$ cat src/rtl/irq_ctl_pkg.sv
package irq_ctl_pkg;

  // width of an index that selects one of n items (at least one bit)
  function automatic int sel_width(input int n);
    return (n > 1) ? $clog2(n) : 1;
  endfunction

  // width of a counter that must hold the value n
  function automatic int cnt_width(input int n);
    return $clog2(n + 1);
  endfunction

endpackage

$ cat src/rtl/irq_lvl_sampler.sv
module irq_lvl_sampler
  import irq_ctl_pkg::*;
#(
  parameter int N      = 16,
  parameter int PERIOD = 16
) (
  input  logic         clk,
  input  logic         rst,
  input  logic [N-1:0] lvl_i,
  output logic [N-1:0] set_o
);
  localparam int CW = cnt_width(PERIOD);

  logic [CW-1:0] cnt_q;
  logic [N-1:0]  lvl_q;
  logic          tick;

  assign tick = (cnt_q == CW'(PERIOD - 1));

  always_ff @(posedge clk) begin
    if (rst) begin
      cnt_q <= '0;
      lvl_q <= '0;
    end else begin
      cnt_q <= tick ? '0 : cnt_q + 1'b1;
      lvl_q <= lvl_i;
    end
  end

  // new fault edge, or periodic re-sample of a persisting level
  assign set_o = lvl_i & (~lvl_q | {N{tick}});

  AST_TICK_WRAP: assert property (@(posedge clk) disable iff (rst)
    tick |=> (cnt_q == '0));

  AST_CNT_BOUND: assert property (@(posedge clk) disable iff (rst)
    cnt_q < CW'(PERIOD));

endmodule

$ cat src/rtl/irq_stretch.sv
module irq_stretch
  import irq_ctl_pkg::*;
#(
  parameter int STRETCH = 6
) (
  input  logic clk,
  input  logic rst,
  input  logic start_i,
  output logic expire_o
);
  localparam int CW = cnt_width(STRETCH);

  logic [CW-1:0] cnt_q;

  always_ff @(posedge clk) begin
    if (rst)                cnt_q <= '0;
    else if (start_i)       cnt_q <= CW'(STRETCH);
    else if (cnt_q != '0)   cnt_q <= cnt_q - 1'b1;
  end

  assign expire_o = (cnt_q == CW'(1)) && !start_i;

  AST_STRETCH_BOUND: assert property (@(posedge clk) disable iff (rst)
    cnt_q <= CW'(STRETCH));

  AST_STRETCH_LOAD: assert property (@(posedge clk) disable iff (rst)
    start_i |=> (cnt_q == CW'(STRETCH)));

endmodule

$ cat src/rtl/irq_status_reg.sv
module irq_status_reg #(
  parameter int W = 8
) (
  input  logic         clk,
  input  logic         rst,
  input  logic [W-1:0] set_i,
  input  logic         clr_i,
  input  logic [W-1:0] auto_clr_i,
  output logic [W-1:0] q_o
);
  logic [W-1:0] q;

  always_ff @(posedge clk) begin
    if (rst) q <= '0;
    else     q <= (q & ~({W{clr_i}} | auto_clr_i)) | set_i;
  end

  assign q_o = q;

  AST_SET_WINS: assert property (@(posedge clk) disable iff (rst)
    (set_i != '0) |=> ((q & $past(set_i)) == $past(set_i)));

  AST_READ_CLEARS: assert property (@(posedge clk) disable iff (rst)
    (clr_i && set_i == '0) |=> (q == '0));

  AST_HOLD_IDLE: assert property (@(posedge clk) disable iff (rst)
    (!clr_i && set_i == '0 && auto_clr_i == '0) |=> $stable(q));

endmodule

$ cat src/rtl/irq_ctl_top.sv
module irq_ctl_top
  import irq_ctl_pkg::*;
#(
  parameter int REG_W        = 8,
  parameter int NUM_REGS     = 2,
  parameter int RESAMPLE_CYC = 16,
  parameter int STRETCH_CYC  = 6,
  parameter int AUTO_BIT     = 8,
  localparam int N           = REG_W * NUM_REGS,
  localparam int IDX_W       = sel_width(NUM_REGS)
) (
  input  logic             clk,
  input  logic             rst,
  input  logic [N-1:0]     fault_lvl_i,
  input  logic [N-1:0]     event_i,
  input  logic             rd_stb_i,
  input  logic [IDX_W-1:0] rd_idx_i,
  input  logic [N-1:0]     en_i,
  input  logic             auto_acq_i,
  output logic [N-1:0]     stat_o,
  output logic             irq_n_o
);
  logic [N-1:0] lvl_set;
  logic [N-1:0] set_all;
  logic [N-1:0] auto_clr;
  logic         auto_start;
  logic         auto_expire;
  logic         irq_n_q;

  irq_lvl_sampler #(.N(N), .PERIOD(RESAMPLE_CYC)) i_sampler (
    .clk   (clk),
    .rst   (rst),
    .lvl_i (fault_lvl_i),
    .set_o (lvl_set)
  );

  assign set_all    = event_i | lvl_set;
  assign auto_start = auto_acq_i && event_i[AUTO_BIT];

  irq_stretch #(.STRETCH(STRETCH_CYC)) i_stretch (
    .clk      (clk),
    .rst      (rst),
    .start_i  (auto_start),
    .expire_o (auto_expire)
  );

  always_comb begin
    auto_clr           = '0;
    auto_clr[AUTO_BIT] = auto_expire;
  end

  for (genvar g = 0; g < NUM_REGS; g++) begin : g_reg
    logic clr;
    assign clr = rd_stb_i && (rd_idx_i == IDX_W'(g));

    irq_status_reg #(.W(REG_W)) i_reg (
      .clk        (clk),
      .rst        (rst),
      .set_i      (set_all[g*REG_W +: REG_W]),
      .clr_i      (clr),
      .auto_clr_i (auto_clr[g*REG_W +: REG_W]),
      .q_o        (stat_o[g*REG_W +: REG_W])
    );
  end

  always_ff @(posedge clk) begin
    if (rst) irq_n_q <= 1'b1;
    else     irq_n_q <= ~|(stat_o & en_i);
  end

  assign irq_n_o = irq_n_q;

  AST_RESET_CLEAN: assert property (@(posedge clk)
    rst |=> (stat_o == '0 && irq_n_o));

  AST_LOW_NEEDS_STATUS: assert property (@(posedge clk) disable iff (rst)
    !irq_n_o |-> $past(stat_o != '0));

  AST_QUIET_RELEASES: assert property (@(posedge clk) disable iff (rst)
    (stat_o == '0) |=> irq_n_o);

  AST_EVENT_LATCHED: assert property (@(posedge clk) disable iff (rst)
    (event_i != '0) |=> ((stat_o & $past(event_i)) == $past(event_i)));

endmodule

$ cat config.mk
export PLATFORM = sky130hd
export DESIGN_NAME = irq_ctl_top
export DESIGN_NICKNAME = d
export VERILOG_FILES = /design/src/rtl/irq_ctl_pkg.sv /design/src/rtl/irq_lvl_sampler.sv /design/src/rtl/irq_stretch.sv /design/src/rtl/irq_status_reg.sv /design/src/rtl/irq_ctl_top.sv
export SDC_FILE = /design/constraint.sdc
export NUM_CORES = 1
export LEC_CHECK = 0
export CAP_MARGIN = 20
export CORE_MARGIN = 5
export CORE_UTILIZATION = 40
export CTS_CLUSTER_DIAMETER = 80
export DETAILED_ROUTE_END_ITERATION = 10
export PLACE_DENSITY = 0.85
export SETUP_SLACK_MARGIN = 0.4
export SYNTH_ARGS = -nofsm -noshare
export SYNTH_HDL_FRONTEND = slang
export SYNTH_HIERARCHICAL = 1
export SYNTH_SLANG_ARGS = --single-unit
$ cat constraint.sdc
create_clock -name clk -period 2.94 [get_ports clk]
set_input_delay 0.735 -clock clk [delete_from_list [all_inputs] [get_ports clk]]
set_output_delay 0.735 -clock clk [all_outputs]
set_load 0.02 [all_outputs]
==> flow_summary.yaml <==
clock_tree:
  htreeDepth: 2
  cts_resized: 0
  clock_sinks: 41
  clk_pin_slew_ns: 0.08
  clock_path_buffers: 2
  numCtsBuffers: 5
  cts_hold_buf: 0
  root_buffer: "clkbuf_8"
  postCtsSetupRepairBufs: 0
  tritoncts: "done"
  insertion_delay_ns: 0.29
drt:
  first_pass_iters: 4
  drt_wl_total_um: 4310
  dr.first_iter.drc_count: 72
  wire_per_inst_um: 13.3
  num_vias: 1510
  ant_nets: 0
  drc: 0
  drt-vias-per-instance: 4.66
global_route:
  grt_overflow: 0
  grt_max_degree: 19
  grt_pass1_vias: 1528
  grtUsageTotal_pct: 14.7
  grt_pass1_wl_um: 7010
  antenna_found_initial: 0
logic_synthesis:
  yosys.area.top_type: "dfxtp_1"
  synthCells: 184
  yosys_warnings: 6
  ys.flop_type: "dfxtp_1"
  synth-seq-cells: 41
  avgSynthCellArea_sq_um: 9.77
  post-synth-top-area-fraction_pct: 45.7
  synth_area_leaders: "dfxtp_1 (46%), or3b_1 (7.8%), a21boi_2 (6.3%)"
  async_flop_share_pct: 0
  synth_edf_count: 0
  synthTopCellsByCount: "dfxtp_1 (41), inv_1 (20), a21oi_1 (17), nor2b_1 (17), or2_2 (17)"
  synth.most_common_cell: "dfxtp_1"
  synth.cell_area_sq_um: 1800
  ys_seq_area_share_pct: 45.7
  synth_cell_types: 32
placement:
  gp_congestion: 0.707
  port-buffer-count: 69
  dp.cells: 316
  post-dp-hpwl_um: 3380
critical_path:
  cp_max_fo: 3
  cp-start-kind: "register"
  crit_slowest_cell: "clkdlybuf4s50_1"
  cp_slowest_stage_delay_ns: 0.64
  crit_family: "buffers and inverters"
  crit_type: "reg -> out"
  reg2regPathDepth: 8
  crit_chain: "clkdlybuf4s50_1"
  endpoint_kind: "primary output"
  crit_arrival_ns: 1.34
  crit_cells: 1
  worst-path-buf-inv: 1
  worstPathRequired_ns: 2.20
power_and_ir_drop:
  p_per_area_nw_per_um2: 492
  irDropWorstVdd_uv: 378
  finalPower_mw: 1.33
  leakage_nw: 1.17
die:
  die_h_um: 77.0
  io_pins: 70
  die_w_um: 77.0
  dieArea_sq_um: 5940
  rows: 24
  start_util_pct: 41.3
  core-area_sq_um: 4350
timing:
  grt_setup_unrepaired: "false"
  final_max_slew_viol_count: 0
  setup_violations: 0
  clock_skew_ns: 0.00878
  finalCritPeriodShare_pct: 70.6
  slew_headroom_pct: 56.5
  whs_ns: 0.463
  worst_pin_slew_ns: 0.651
  hold_violations: 0
  fin_tns_setup_ns: 0
  clock.fmax_ghz: 0.482
  layout_min_cycle_time_ns: 2.08
finish:
  nets: 328
  regArea_sq_um: 821
  multi_input_area_sq_um: 922
  diodes: 0
  fin_cells: 324
  fillers: 349
  layout-drive-gt1-share_pct: 14.3
  post-route-util_pct: 62.2
  area_growth_pct: 50.7
hold_path:
  hp-class: "reg -> reg"
  whs_path_depth: 1
flow_run:
  drv_cap: 0
outcome:
  status: "finished, final reports clean"
[per-stage QoR]
step / worst slack, ns / instance area [sq um]
floorplan: 1.20 / 1850
global placement: 0.814 / 2590
detailed placement: 0.786 / 2590
CTS: 0.836 / 2710
global route: 0.738 / 2710
finish: 0.864 / 2710
[registers in the layout (all words and copies together), names as in the netlist]
name,count
g.i_reg/q_o,16
i_sampler/lvl_q,16
i_sampler/cnt_q,5
i_stretch/cnt_q,3
irq_n_o,1
[cell type report]
cell class                 count  share of cell area (%)
tap                           52                    2.40
multi-input combinational    131                    34.0
timing repair buffer          71                    26.1
clock buffer                   7                    3.19
sequential                    41                    30.3
clock inverter                 1                    1.11
inverter                      21                    2.91
[metal layers]
metal | part of all wire [%] | wire, um | global-route usage, % | vias up
met2 | 49 | 2110 | 24.3 | 45
li1 | - | - | - | 780
met1 | 43 | 1850 | 17.4 | 678
met4 | 1.8 | 79 | 5.84 | 0
met5 | 0 | 0 | 0 | -
met3 | 6.1 | 264 | 5.27 | 7
[report_power, final]
| part | internal (mW) | switching (mW) |
|---|---|---|
| Sequential | 0.595 | 0.0287 |
| Clock | 0.277 | 0.183 |
| Combinational | 0.156 | 0.0936 |
[logic make-up after synthesis]
logic type               Yosys count  share of synthesized area, %
other                              1                         0.209
adder cells (fa/ha/maj)            4                          2.78
XOR/XNOR                           2                         0.974
AO/OA/AOI/OAI                     44                          18.6
multiplexers                       2                          1.18
buffers and inverters             26                          5.98
flip-flops                        41                          45.7
AND/OR/NAND/NOR                   64                          24.6
[path summary, 6_finish.rpt]
| path | startpoint | endpoint | slack, ns |
|---|---|---|---|
| max | g_reg[1].i_reg/q_o[1] | stat_o[9] | 0.86 |
| min | i_sampler/cnt_q[0] | i_sampler/cnt_q[0] | 0.46 |
| max reg2reg | i_sampler/cnt_q[0] | g_reg[1].i_reg/q_o[6] | 0.87 |
| min reg2reg | i_sampler/cnt_q[0] | i_sampler/cnt_q[0] | 0.46 |
[placed cells by master (no fill, tap or decap), drive strengths merged]
master / instances
clkdlybuf4s50: 69
dfxtp: 41
inv: 21
or2: 17
nor2b: 17
a21oi: 17
or3b: 16
a21boi: 16
conb: 15
clkbuf: 7
nor3: 5
a22oi: 4
ha: 4
and2: 2
a22o: 2
and3: 2
nor3b: 2
buf: 2
a221oi: 2
a41o: 1
bufinv: 1
nand3: 1
mux2: 1
xnor2: 1
nor4b: 1
xor2: 1
mux2i: 1
or4b: 1
o21ai: 1
a31oi: 1
Note: power is estimated with default switching activity, not from simulation.
